===== config.mk =====
export PLATFORM = sky130hd
export DESIGN_NAME = i2c_scl_timing
export DESIGN_NICKNAME = d
export VERILOG_FILES = /design/src/rtl/i2c_tim_pkg.sv /design/src/rtl/i2c_line_filter.sv /design/src/rtl/i2c_scl_gen.sv /design/src/rtl/i2c_bus_override.sv /design/src/rtl/i2c_scl_timing.sv
export SDC_FILE = /design/constraint.sdc
export NUM_CORES = 1
export LEC_CHECK = 0
export BUFFER_PORTS_ARGS = -buffer_cell sky130_fd_sc_hd__buf_2
export CAP_MARGIN = 20
export CELL_PAD_IN_SITES_DETAIL_PLACEMENT = 2
export CELL_PAD_IN_SITES_GLOBAL_PLACEMENT = 2
export CORE_MARGIN = 2
export CORE_UTILIZATION = 35
export CTS_BUF_LIST = sky130_fd_sc_hd__clkbuf_4
export CTS_CLUSTER_SIZE = 20
export DETAILED_ROUTE_END_ITERATION = 10
export GPL_TIMING_DRIVEN = 0
export HOLD_SLACK_MARGIN = 0.1
export PLACE_DENSITY_LB_ADDON = 0.1
export SETUP_SLACK_MARGIN = 0.02
export SLEW_MARGIN = 10
export SYNTH_ARGS = -nofsm -noshare
export SYNTH_HDL_FRONTEND = slang
export SYNTH_SLANG_ARGS = --single-unit

===== constraint.sdc =====
create_clock -name clk_i -period 5 [get_ports clk_i]
set_input_delay 0.5 -clock clk_i [delete_from_list [all_inputs] [get_ports clk_i]]
set_output_delay 0.5 -clock clk_i [all_outputs]
set_load 0.05 [all_outputs]

===== src/rtl/i2c_tim_pkg.sv =====
package i2c_tim_pkg;
  typedef enum logic [1:0] {
    PH_IDLE = 2'd0,
    PH_LOW  = 2'd1,
    PH_WAIT = 2'd2,
    PH_HIGH = 2'd3
  } scl_phase_e;

  localparam int unsigned MON_W       = 4;
  localparam int unsigned MON_SCL     = 0;
  localparam int unsigned MON_SDA     = 1;
  localparam int unsigned MON_FRC_SCL = 2;
  localparam int unsigned MON_FRC_SDA = 3;
  localparam int unsigned NUM_LINES   = 2;
endpackage


===== src/rtl/i2c_line_filter.sv =====
module i2c_line_filter #(
  parameter int unsigned SYNC = 2,
  parameter int unsigned FW   = 8
) (
  input  logic          clk_i,
  input  logic          rst_ni,
  input  logic [FW-1:0] len_i,
  input  logic          raw_i,
  output logic          filt_o
);
  logic [SYNC-1:0] sync_q;
  logic [FW-1:0]   cnt_q;
  logic [FW:0]     cnt_inc, len_eff;
  logic            synced, filt_q;

  assign synced  = sync_q[SYNC-1];
  assign cnt_inc = {1'b0, cnt_q} + (FW+1)'(1);
  assign len_eff = (len_i == '0) ? (FW+1)'(1) : {1'b0, len_i};
  assign filt_o  = filt_q;

  always_ff @(posedge clk_i or negedge rst_ni) begin
    if (!rst_ni) begin
      sync_q <= '1;
      cnt_q  <= '0;
      filt_q <= 1'b1;
    end else begin
      sync_q <= {sync_q[SYNC-2:0], raw_i};
      if (synced != filt_q) begin
        // commit only after len_eff consecutive differing samples
        if (cnt_inc >= len_eff) begin
          filt_q <= synced;
          cnt_q  <= '0;
        end else begin
          cnt_q <= cnt_inc[FW-1:0];
        end
      end else begin
        cnt_q <= '0;
      end
    end
  end
endmodule


===== src/rtl/i2c_scl_gen.sv =====
module i2c_scl_gen
  import i2c_tim_pkg::*;
#(
  parameter int unsigned CW = 16
) (
  input  logic          clk_i,
  input  logic          rst_ni,
  input  logic          run_i,
  input  logic          scl_filt_i,
  input  logic [CW-1:0] high_cyc_i,
  input  logic [CW-1:0] low_cyc_i,
  input  logic [CW-1:0] setup_cyc_i,
  input  logic [CW-1:0] hold_cyc_i,
  output logic          scl_low_o,
  output logic          sda_change_o
);
  localparam int unsigned XW = CW + 2;

  scl_phase_e    phase_q;
  logic [XW-1:0] cnt_q, cnt_inc;
  logic [XW-1:0] hold_x, setup_x, low_x, min_low, low_len, high_len;

  assign hold_x   = XW'(hold_cyc_i);
  assign setup_x  = XW'(setup_cyc_i);
  assign low_x    = XW'(low_cyc_i);
  assign min_low  = hold_x + setup_x + XW'(1);
  assign low_len  = (low_x > min_low) ? low_x : min_low;
  assign high_len = (high_cyc_i == '0) ? XW'(1) : XW'(high_cyc_i);
  assign cnt_inc  = cnt_q + XW'(1);

  assign scl_low_o    = (phase_q == PH_LOW);
  assign sda_change_o = (phase_q == PH_LOW) && (cnt_q == hold_x);

  always_ff @(posedge clk_i or negedge rst_ni) begin
    if (!rst_ni) begin
      phase_q <= PH_IDLE;
      cnt_q   <= '0;
    end else begin
      unique case (phase_q)
        PH_IDLE: begin
          cnt_q <= '0;
          if (run_i) phase_q <= PH_LOW;
        end
        PH_LOW: begin
          if (cnt_inc >= low_len) begin
            phase_q <= PH_WAIT;
            cnt_q   <= '0;
          end else begin
            cnt_q <= cnt_inc;
          end
        end
        PH_WAIT: begin
          // high count waits for the line itself: clock stretching
          cnt_q <= '0;
          if (scl_filt_i) phase_q <= PH_HIGH;
        end
        PH_HIGH: begin
          if (cnt_inc >= high_len) begin
            phase_q <= run_i ? PH_LOW : PH_IDLE;
            cnt_q   <= '0;
          end else begin
            cnt_q <= cnt_inc;
          end
        end
        default: phase_q <= PH_IDLE;
      endcase
    end
  end
endmodule


===== src/rtl/i2c_bus_override.sv =====
module i2c_bus_override (
  input  logic clk_i,
  input  logic rst_ni,
  input  logic scl_we_i,
  input  logic scl_val_i,
  input  logic sda_we_i,
  input  logic sda_val_i,
  output logic force_scl_o,
  output logic force_sda_o
);
  always_ff @(posedge clk_i or negedge rst_ni) begin
    if (!rst_ni) begin
      force_scl_o <= 1'b0;
      force_sda_o <= 1'b0;
    end else begin
      if (scl_we_i) force_scl_o <= scl_val_i;
      if (sda_we_i) force_sda_o <= sda_val_i;
    end
  end
endmodule


===== src/rtl/i2c_scl_timing.sv =====
module i2c_scl_timing
  import i2c_tim_pkg::*;
#(
  parameter int unsigned CW   = 16,
  parameter int unsigned FW   = 8,
  parameter int unsigned SYNC = 2
) (
  input  logic             clk_i,
  input  logic             rst_ni,
  input  logic             run_i,
  input  logic [CW-1:0]    scl_high_cyc_i,
  input  logic [CW-1:0]    scl_low_cyc_i,
  input  logic [CW-1:0]    sda_setup_cyc_i,
  input  logic [CW-1:0]    sda_hold_cyc_i,
  input  logic [FW-1:0]    filt_len_i,
  input  logic             scl_raw_i,
  input  logic             sda_raw_i,
  input  logic             ovr_scl_we_i,
  input  logic             ovr_scl_i,
  input  logic             ovr_sda_we_i,
  input  logic             ovr_sda_i,
  output logic             scl_drive_low_o,
  output logic             sda_force_low_o,
  output logic             sda_change_o,
  output logic             scl_filt_o,
  output logic             sda_filt_o,
  output logic [MON_W-1:0] mon_o
);
  logic [NUM_LINES-1:0] raw_lines, filt_lines;
  logic                 gen_low, frc_scl, frc_sda;

  assign raw_lines[MON_SCL] = scl_raw_i;
  assign raw_lines[MON_SDA] = sda_raw_i;

  for (genvar i = 0; i < NUM_LINES; i++) begin : g_line
    i2c_line_filter #(.SYNC(SYNC), .FW(FW)) u_filt (
      .clk_i  (clk_i),
      .rst_ni (rst_ni),
      .len_i  (filt_len_i),
      .raw_i  (raw_lines[i]),
      .filt_o (filt_lines[i])
    );
  end

  i2c_scl_gen #(.CW(CW)) u_gen (
    .clk_i        (clk_i),
    .rst_ni       (rst_ni),
    .run_i        (run_i),
    .scl_filt_i   (filt_lines[MON_SCL]),
    .high_cyc_i   (scl_high_cyc_i),
    .low_cyc_i    (scl_low_cyc_i),
    .setup_cyc_i  (sda_setup_cyc_i),
    .hold_cyc_i   (sda_hold_cyc_i),
    .scl_low_o    (gen_low),
    .sda_change_o (sda_change_o)
  );

  i2c_bus_override u_ovr (
    .clk_i       (clk_i),
    .rst_ni      (rst_ni),
    .scl_we_i    (ovr_scl_we_i),
    .scl_val_i   (ovr_scl_i),
    .sda_we_i    (ovr_sda_we_i),
    .sda_val_i   (ovr_sda_i),
    .force_scl_o (frc_scl),
    .force_sda_o (frc_sda)
  );

  assign scl_drive_low_o = gen_low | frc_scl;
  assign sda_force_low_o = frc_sda;
  assign scl_filt_o      = filt_lines[MON_SCL];
  assign sda_filt_o      = filt_lines[MON_SDA];

  always_comb begin
    mon_o              = '0;
    mon_o[MON_SCL]     = filt_lines[MON_SCL];
    mon_o[MON_SDA]     = filt_lines[MON_SDA];
    mon_o[MON_FRC_SCL] = frc_scl;
    mon_o[MON_FRC_SDA] = frc_sda;
  end
endmodule


==> summary.txt, run 1 <==
Worst hold path
  • Worst Hold Class: in -> reg
  • WHS Path Cells: 1

Route
  • DR vias: 4,981
  • DR pass1 iterations: 4
  • Routed len/inst: 19.8 microns
  • Post-route antenna net violation count: 0
  • Post-route DRC: 0
  • Detailed Route WL: about 18,000 microns
  • Via-to-Cell Ratio: around 5.4
  • DRT iter0 DRCs: 120

Timing
  • Final min period: 6.28 ns
  • Tightest Pin Transition: between 0.8 and 0.9 ns
  • Final hold violations: 0
  • Max-slew violation count: 0
  • Clock Skew: 0.0108 ns
  • Final worst path period share: 1.26
  • Setup violations, final: 20
  • Setup ws final: -1.28 ns
  • Post-route setup TNS: -24.53 ns
  • Max_slew headroom: 0.455
  • RSZ-0062 raised after global routing: true
  • Achievable frequency: 159 MHz

Critical path
  • Reg-to-Reg End: u_gen.cnt_q[15]
  • Worst reg2reg path startpoint: u_gen.cnt_q[0]
  • Crit path to: u_gen.cnt_q[4]
  • Cell mode on critical path: buf_8
  • WP data arrival: 6.60 ns
  • Critical-path top delay cell: a2111o_1
  • Worst setup EP type: flop
  • Worst-path fanout max: 6
  • Worst Setup Start Kind: input pin
  • Req. time, crit path: 5.32 ns
  • Critical Path Max Stage Delay: 0.43 ns
  • R2R Setup Slk: 0.92 ns
  • Worst Setup SP: sda_hold_cyc_i[0]
  • CP Class: in -> reg
  • Reg2Reg Depth: 13

Global route
  • First-pass GRT wire length: roughly 29,000 microns
  • Grt total ovfl: 0
  • Initial antenna violation count: 1
  • Largest net degree at the start of global routing: 45
  • Total track usage: 0.226
  • Vias in the first global route: 5,515

Synthesis
  • Post-Syn Area: 5410 sq um
  • Sequential-to-total area share from yosys stat: 0.205
  • Distinct cells, synth: 65
  • Synthesized flop and latch total: 44
  • Ranking of synthesized cells by area: ha_1, dfrtp_1, xor2_1
  • Synth top area share: 0.211
  • Syn_area_per_cell: roughly 9 sq um
  • Asr flop ratio synth: 1.00
  • Synth warnings: 0
  • Mapped Nets: 779
  • Mapped Cells: 606
  • Number of synthesized flops with an enable pin: 0
  • Dominant cell type by area after synthesis: ha_1
  • Most numerous cell in the Yosys netlist: ha_1
  • Post-synth top flop: dfrtp_1
  • Synth cell count leaders: ha_1, inv_1, xor2_1, dfrtp_1, a21o_1

Power
  • Leak pwr: 3.50 nW
  • Maximum vdd drop: 0.120 mV
  • Pwr Density: 281 nW/um^2
  • Tot Pwr: 1.87 mW

Clock tree
  • Clk pin slew, worst setup/hold paths: 0.14 ns
  • CTS tree: yes
  • CTS max path bufs: 2
  • Worst skew pair latency: 0.39 ns
  • Root buffer cell: clkbuf_4
  • Total CTS buffers: 5
  • Clock sinks: between 40 and 50
  • H-tree levels: 2

Die
  • DIE AREA: roughly 16,000 sq um
  • Starting Density: 0.357
  • Placement Rows: 45
  • I/O Pins: 90
  • Chip Height: between 100 and 150 microns
  • Core area: 15,100 sq um
  • Chip Width: approximately 130 microns

Finish
  • Area Growth Syn to Fin: 23.2%
  • Layout cells sized above 1: 0.291
  • Final core occ: 0.440
  • Net count reported at finish: approximately 900

Placement
  • Buffers on Ports: 89
  • Gp weighted congestion: 0.846
  • Pre-CTS WS: -2.40 ns
  • Post-DP HPWL: 15,200 microns

Status
  • Status: finished with violations
  • Failing checks: setup timing

Flow run
  • Max_cap viols: 0
routing by layer:
| layer | GRT usage | vias to the layer above | wire length (microns) |
|---|---|---|---|
| met3 | 0.0230 | 15 | 307 |
| met2 | 0.427 | 58 | 9560 |
| met5 | 0 | - | 0 |
| met1 | 0.278 | 2482 | 8010 |
| met4 | 0.0433 | 0 | 221 |
| li1 | - | 2426 | - |
cells in the final DEF, fill, tap and decap left out, drive strengths merged, types with 10 or more instances in the layout:
cell type  count
a21boi        14
a21o          30
a21oi         29
buf          119
clkbuf        10
dfrtp         38
ha            91
inv           63
mux2          18
nand2         23
nand3         25
nand4         15
nor2          29
nor2b         17
nor4          12
o21ai         16
xnor2         26
xor2          41
power by group:
part	internal [mW]	switching, mW	total (mW)
Sequential	0.407	0.0655	0.472
Clock	0.0514	0.132	0.183
Combinational	0.536	0.677	1.21
Total	0.995	0.874	1.87
registers in the layout (all words and copies together) (netlist names):
name,flops
g_line.u_filt.sync_q,4
u_ovr.force_sda_o,1
g_line.u_filt.cnt_q,16
u_gen.cnt_q,18
u_gen.phase_q,2
g_line.u_filt.filt_o,2
u_ovr.force_scl_o,1
critical path: cells and delay by family:
kind / cells / cell delay [ns]
AOI/OAI and AO/OA: 12 / 2.41
xor gates and xnor gates: 1 / 0.12
muxes: 2 / 0.46
and+or+nand+nor: 7 / 1.32
buffers and inverters: 7 / 0.85
adders and majority gates: 4 / 0.96
area by class of cell:
cell class	count	area, sq um
Fill cell	1691	8490
Multi-Input combinational cell	486	4240
Sequential cell	44	1110
Timing Repair Buffer	112	687
Inverter	63	236
Tap cell	188	235
Buffer	13	98.8
Clock buffer	5	37.5
Clock inverter	2	12.5
Antenna cell	1	2.50
worst min-delay path by stage:
stage	from	endpoint	slack, ns
2_1_floorplan	rst_ni	g_line[0].u_filt.cnt_q[0]	0.20
3_3_place_gp	g_line[1].u_filt.sync_q[0]	g_line[1].u_filt.sync_q[1]	0.35
3_5_place_dp	g_line[1].u_filt.sync_q[0]	g_line[1].u_filt.sync_q[1]	0.35
4_1_cts	scl_raw_i	g_line[0].u_filt.sync_q[0]	0.17
5_1_grt	sda_raw_i	g_line[1].u_filt.sync_q[0]	0.15
6_report	sda_raw_i	g_line[1].u_filt.sync_q[0]	0.19
metrics by stage:
step | cell area, sq um | hold slack, ns | cells
after floorplan | 5480 | 0.204 | 606
after global routing | 6660 | 0.155 | 914
after global placement | 6160 | 0.349 | 883
after detailed placement | 6160 | 0.350 | 883
after CTS | 6510 | 0.168 | 906
final | 6660 | 0.186 | 914
repair_timing:
| action | in CTS | in global routing |
|---|---|---|
| hold buffers | 0 | 1 |
| pin swaps | 23 | 17 |
| gates resized for setup | 40 | 16 |
| hold endpoints to repair | 0 | 12 |
| buffers inserted | 16 | 5 |
| setup endpoints to repair | 20 | 20 |
cells by family (layout without fill, tap and decap cells):
group                      Yosys count  in the layout  share of synthesized area
muxes                               23             23                     0.0546
other                                0              1                          0
AOI/OAI and AO/OA                  135            135                      0.181
xor gates and xnor gates            67             67                      0.109
buffers and inverters               76            195                     0.0585
and+or+nand+nor                    169            169                      0.178
DFF                                 44             44                      0.205
adders and majority gates           92             92                      0.214
(Power assumes the default switching activity.)
==> run 2: changes to the inputs <==
==> constraint.sdc (replaced) <==
create_clock -name clk_i -period 5 [get_ports clk_i]
set_input_delay 0 -clock clk_i [delete_from_list [all_inputs] [get_ports clk_i]]
set_output_delay 0 -clock clk_i [all_outputs]
set_load 0.01 [all_outputs]
==> summary.txt, run 2 (synthesis gave the netlist of run 1 again) <==
Status
  • Status: finished with violations
  • Failing checks: setup timing

Critical path
  • Critical Path Max Stage Delay: 0.43 ns (about the same)
  • Worst Setup Start Kind: input pin
  • WP data arrival: 6.10 ns (-0.50 ns)
  • Critical-path top delay cell: a2111o_1
  • Req. time, crit path: 5.32 ns (about the same)
  • CP Class: in -> reg
  • Worst setup EP type: flop
  • Worst-path fanout max: 6 (unchanged)
  • Cell mode on critical path: buf_8

Clock tree
  • Root buffer cell: clkbuf_4
  • Clk pin slew, worst setup/hold paths: 0.14 ns (about the same)
  • CTS max path bufs: 2 (unchanged)
  • Worst skew pair latency: 0.39 ns (about the same)
  • Total CTS buffers: 5 (unchanged)
  • Clock sinks: 44 (unchanged)
  • CTS tree: yes
  • H-tree levels: 2 (unchanged)

Placement
  • Buffers on Ports: 89 (unchanged)
  • Placed Instances: 883 (unchanged)
  • Area post-placement: 6160 sq um (unchanged)
  • Post-DP HPWL: 15,200 microns (unchanged)
  • Pre-CTS WS: -1.90 ns (+0.500 ns)
  • Gp weighted congestion: 0.846 (unchanged)

Global route
  • Vias in the first global route: 5,538 (+0.42%)
  • First-pass GRT wire length: 29,100 microns (+0.29%)
  • Largest net degree at the start of global routing: 45 (unchanged)
  • Grt total ovfl: 0 (unchanged)
  • Initial antenna violation count: 1 (unchanged)
  • Total track usage: 0.227 (+0.000615)

Route
  • DRT iter0 DRCs: 118 (-1.7%)
  • DR vias: 5,032 (+1.0%)
  • Detailed Route WL: 18,100 microns (+0.25%)
  • Post-route antenna net violation count: 0 (unchanged)
  • DR pass1 iterations: 4 (unchanged)
  • Post-route DRC: 0 (unchanged)
  • Via-to-Cell Ratio: 5.46 (+0.15%)
  • Routed len/inst: 19.7 microns (-0.62%)

Finish
  • Net count reported at finish: 906 (+0.89%)
  • Biggest register: u_gen.cnt_q
  • Commonest non-fill, non-tap cell in the layout: ha_1
  • Top flop regs: u_gen.cnt_q: 18 flops, g_line.u_filt.cnt_q: 16 flops, g_line.u_filt.sync_q: 4 flops
  • Non-Filler Instances: 922 (+0.88%)
  • Most frequent cells in the layout: ha_1, buf_2, inv_1
  • Layout cells sized above 1: 0.288 (-0.00318)
  • Max FFs per register: 18 (unchanged)
  • Fillers: 1,685 (-0.35%)
  • Final cell area excluding filler cells: 6740 sq um (+1.2%)
  • Area Growth Syn to Fin: 24.6%

Timing
  • Tightest Pin Transition: 0.818 ns (+0.000396 ns)
  • Hold_ws: 0.241 ns (+0.0552 ns)
  • RSZ-0062 raised after global routing: true
  • Clock Skew: 0.0117 ns (+0.000897 ns)
  • Achievable frequency: 173 MHz (+8.7%)
  • Setup violations, final: 20 (unchanged)
  • Max_slew headroom: 0.455 (about the same)
  • Max-slew violation count: 0 (unchanged)
  • Final min period: 5.78 ns (-0.500 ns)
  • Setup ws final: -0.783 ns (+0.500 ns)
  • Final worst path period share: 1.16 (-0.100)
  • Final hold violations: 0 (unchanged)

Power
  • Pwr Density: 270 nW/um^2 (-3.9%)
  • Leak pwr: 3.54 nW (+0.96%)
  • Maximum vdd drop: 0.0952 mV (-21%)

Die
  • I/O Pins: 90 (unchanged)
  • Starting Density: 0.357 (unchanged)
  • DIE AREA: 16,500 sq um (unchanged)
  • Chip Width: 128 microns (unchanged)
  • Placement Rows: 45 (unchanged)
  • Core area: 15,100 sq um (unchanged)
  • Chip Height: 128 microns (unchanged)

Flow run
  • Max_cap viols: 0 (unchanged)

Worst hold path
  • Worst Hold Class: in -> reg
run 2: cell count changes in the layout (fill, tap and decap cells not counted), sizes merged:
| cell | change |
|---|---|
| dlygate4sd3 | +8 |
run 2: worst paths after layout:
| path | to | startpoint | slack, ns | cells past startpoint |
|---|---|---|---|---|
| max | u_gen.cnt_q[4] | sda_hold_cyc_i[0] | -0.78 | 33 |
| max reg2reg | u_gen.cnt_q[15] | u_gen.cnt_q[0] | 0.93 | 13 |
| min reg2reg | g_line[1].u_filt.sync_q[1] | g_line[1].u_filt.sync_q[0] | 0.37 | 0 |
| min in group asynchronous | u_ovr.force_scl_o | rst_ni | 0.59 | 3 |
| max in group asynchronous | g_line[1].u_filt.filt_o | rst_ni | 3.83 | 4 |
| min | g_line[0].u_filt.sync_q[0] | scl_raw_i | 0.24 | 2 |
run 2: routing by layer:
layer | wire (microns) | vias up | global-route usage
met5 | 0 | - | 0
met4 | 221 | 0 | 0.0433
met3 | 294 | 15 | 0.0225
met2 | 9610 | 60 | 0.429
met1 | 8020 | 2516 | 0.279
li1 | - | 2441 | -
run 2: timing repair:
action,CTS,global route
setup buffers,16,5
gates resized for setup,40,16
endpoints found under the hold margin,43,12
hold buffers,8,1
pin swaps,23,17
endpoints found under the setup margin,20,20
run 2: metrics by stage:
step           total power, mW  utilization  setup TNS [ns]
3_5_place_dp              1.47        0.407          -34.47
6_report                  1.82        0.445          -14.52
3_3_place_gp              1.39        0.407          -32.06
5_1_grt                   1.98        0.445          -19.96
4_1_cts                   1.79        0.435          -13.87
2_1_floorplan             1.14            -          -11.29
run 2: area by class of cell:
cell class	count	area [sq um]	area share
timing repair buffer	120	767	0.114
multi-input combinational	486	4240	0.629
sequential	44	1110	0.164
tap	188	235	0.0349
inverter	63	236	0.0351
clock inverter	2	12.5	0.00186
clock buffer	5	37.5	0.00557
buffer	13	98.8	0.0147
antenna	1	2.50	0.000371
run 2: critical path, delay by kind of cell:
family / cells / cell delay, ns
and+or+nand+nor: 7 / 1.31
adders and majority gates: 4 / 0.96
buffers and inverters: 7 / 0.85
muxes: 2 / 0.46
AOI/OAI and AO/OA: 12 / 2.42
xor gates and xnor gates: 1 / 0.12
run 2: power breakdown:
group	internal (mW)	switching (mW)
Clock	0.0514	0.132
Combinational	0.541	0.622
Sequential	0.407	0.0655
Total	0.999	0.819
==> run 3: changes to the inputs <==
clock period = 6.2 ns   (was 5 ns; I/O delays follow)
==> summary.txt, run 3 (synthesis gave the netlist of run 1 again) <==
Status
  • Status: finished, final reports clean

Clock tree
  • CTS tree: yes
  • Clock sinks: 44 (unchanged)
  • Total CTS buffers: 5 (unchanged)
  • Worst skew pair latency: 0.42 ns (+0.03 ns)
  • CTS max path bufs: 2 (unchanged)
  • H-tree levels: 2 (unchanged)
  • Clk pin slew, worst setup/hold paths: 0.16 ns (+0.02 ns)
  • Root buffer cell: clkbuf_4

Power
  • Int Power: 0.780 mW (-22%)
  • Sequential Power Share: 0.268 (+0.008)
  • Sw Ratio: 0.446 (-0.00430)
  • Tot Pwr: 1.41 mW (-23%)
  • Leak pwr: 3.50 nW (-0.96%)
  • Maximum vdd drop: 0.0831 mV (-13%)
  • Power share of the clock group: 0.110 (+0.009)
  • Pwr Density: 213 nW/um^2 (-21%)
  • Gate power share: 0.621 (-0.018)
  • Net Switching: 0.629 mW (-23%)

Timing
  • Setup ws final: 0.308 ns (+1.09 ns)
  • Final worst path period share: 0.950
  • Final min period: 5.89 ns
  • Max-slew violation count: 0 (unchanged)
  • Max_slew headroom: 0.521 (+0.0659)
  • Setup violations, final: 0 (-100%)
  • Tightest Pin Transition: 0.713 ns (-0.105 ns)
  • Achievable frequency: 170 MHz
  • Final hold violations: 0 (unchanged)
  • Post-route setup TNS: 0 ns (+14.52 ns)
  • Clock Skew: 0.0216 ns (+0.00995 ns)
  • Hold_ws: 0.207 ns (-0.0346 ns)

Die
  • Chip Height: 128 microns (unchanged)
  • DIE AREA: 16,500 sq um (unchanged)
  • Starting Density: 0.357 (unchanged)
  • Chip Width: 128 microns (unchanged)
  • Core area: 15,100 sq um (unchanged)
  • I/O Pins: 90 (unchanged)
  • Placement Rows: 45 (unchanged)

Route
  • DR pass1 iterations: 4 (unchanged)
  • DRT iter0 DRCs: 113 (-4.2%)
  • DR vias: 5,048 (+0.32%)
  • Post-route antenna net violation count: 0 (unchanged)
  • Routed len/inst: 19.6 microns (-0.31%)
  • Post-route DRC: 0 (unchanged)
  • Via-to-Cell Ratio: 5.48 (+0.32%)
  • Detailed Route WL: 18,100 microns (-0.31%)

Worst hold path
  • WHS Path Cells: 2 (unchanged)
  • Worst Hold Class: in -> reg

Finish
  • Area of the multi-input gates: 4150 sq um (-2.1%)
  • Register area: 1110 sq um (unchanged)
  • Net count reported at finish: 906 (unchanged)
  • Fillers: 1,702 (+1.0%)
  • Top flop regs: u_gen.cnt_q: 18 flops, g_line.u_filt.cnt_q: 16 flops, g_line.u_filt.sync_q: 4 flops
  • Commonest non-fill, non-tap cell in the layout: buf_2
  • Max FFs per register: 18 (unchanged)
  • Layout cells sized above 1: 0.265 (-0.0232)
  • Area Growth Syn to Fin: 22.4%
  • Most frequent cells in the layout: buf_2, ha_1, inv_1
  • Biggest register: u_gen.cnt_q
  • Final core occ: 0.437 (-0.00785)

Global route
  • Vias in the first global route: 5,487 (-0.92%)
  • Grt total ovfl: 0 (unchanged)
  • Largest net degree at the start of global routing: 45 (unchanged)
  • Total track usage: 0.220 (-0.00636)
  • First-pass GRT wire length: 28,500 microns (-2.2%)
  • Initial antenna violation count: 1 (unchanged)

Flow run
  • Max_cap viols: 0 (unchanged)

Critical path
  • WP data arrival: 6.16 ns (+0.06 ns)
  • Worst-path fanout max: 6 (unchanged)
  • R2R Setup Slk: 2.20 ns (+1.27 ns)
  • Worst Setup Start Kind: input pin
  • Worst setup EP type: flop
  • Critical-path top delay cell: a2111o_1
  • CP Class: in -> reg
  • Critical Path Max Stage Delay: 0.43 ns (about the same)
  • Req. time, crit path: 6.47 ns (+1.15 ns)
  • Reg2Reg Depth: 13 (unchanged)
  • Cell mode on critical path: a31oi_1

Placement
  • Post-DP HPWL: 14,900 microns (-2.5%)
  • Buffers on Ports: 89 (unchanged)
  • Gp weighted congestion: 0.804 (-5.0%)
  • Pre-CTS WS: -1.32 ns (+0.579 ns)
-- run 3: worst paths after layout --
path	start	endpoint
worst max-delay path	sda_hold_cyc_i[0]	u_gen.phase_q[0]
worst min-delay path	sda_raw_i	g_line[1].u_filt.sync_q[0]
worst max register to register	u_gen.cnt_q[2]	u_gen.cnt_q[10]
worst min register to register	g_line[1].u_filt.sync_q[0]	g_line[1].u_filt.sync_q[1]
max in group asynchronous	rst_ni	g_line[1].u_filt.sync_q[1]
min in group asynchronous	rst_ni	g_line[0].u_filt.cnt_q[0]
-- run 3: repair_timing --
item | in CTS | in global routing
pin swaps | 3 | 24
setup buffers | 6 | 14
resized for setup | 23 | 26
gates cloned | 0 | 1
hold endpoints to repair | 43 | 8
setup endpoints to repair | 20 | 20
hold buffers | 8 | 1
-- run 3: through the flow --
stage	instance area (sq um)	std cells
floorplan	5410	606
global placement	6090	883
detailed placement	6090	883
CTS	6360	904
global route	6620	922
finish	6620	922
-- run 3: final cells by class --
class / instances / area share
sequential: 44 / 0.167
clock buffer: 5 / 0.00567
tap: 188 / 0.0355
clock inverter: 2 / 0.00189
antenna: 1 / 0.000378
timing repair buffer: 120 / 0.111
multi-input combinational: 486 / 0.627
inverter: 63 / 0.0357
buffer: 13 / 0.0149
-- run 3: power by group through the flow --
stage | sequential (mW) | combinational [mW] | clock [mW]
after global routing | 0.384 | 0.983 | 0.171
after global placement | 0.378 | 0.722 | 0
after CTS | 0.378 | 0.817 | 0.159
after detailed placement | 0.383 | 0.774 | 0
after floorplan | 0.372 | 0.535 | 0
final | 0.378 | 0.875 | 0.155
-- run 3: routing by layer --
metal / vias to the layer above / wire length [microns] / global-route usage
met4: 0 / 218 / 0.0485
met1: 2525 / 8020 / 0.271
met3: 9 / 334 / 0.0230
met5: - / 0 / 0
met2: 69 / 9520 / 0.412
li1: 2445 / - / -
-- run 3: worst max-delay path, delay by kind of cell --
kind / cells / cell delay [ns]
buf+inv: 4 / 0.51
simple gates: 7 / 1.41
xor+xnor: 1 / 0.13
compound gates: 14 / 2.63
mux: 2 / 0.54
fa+ha+maj: 4 / 0.94
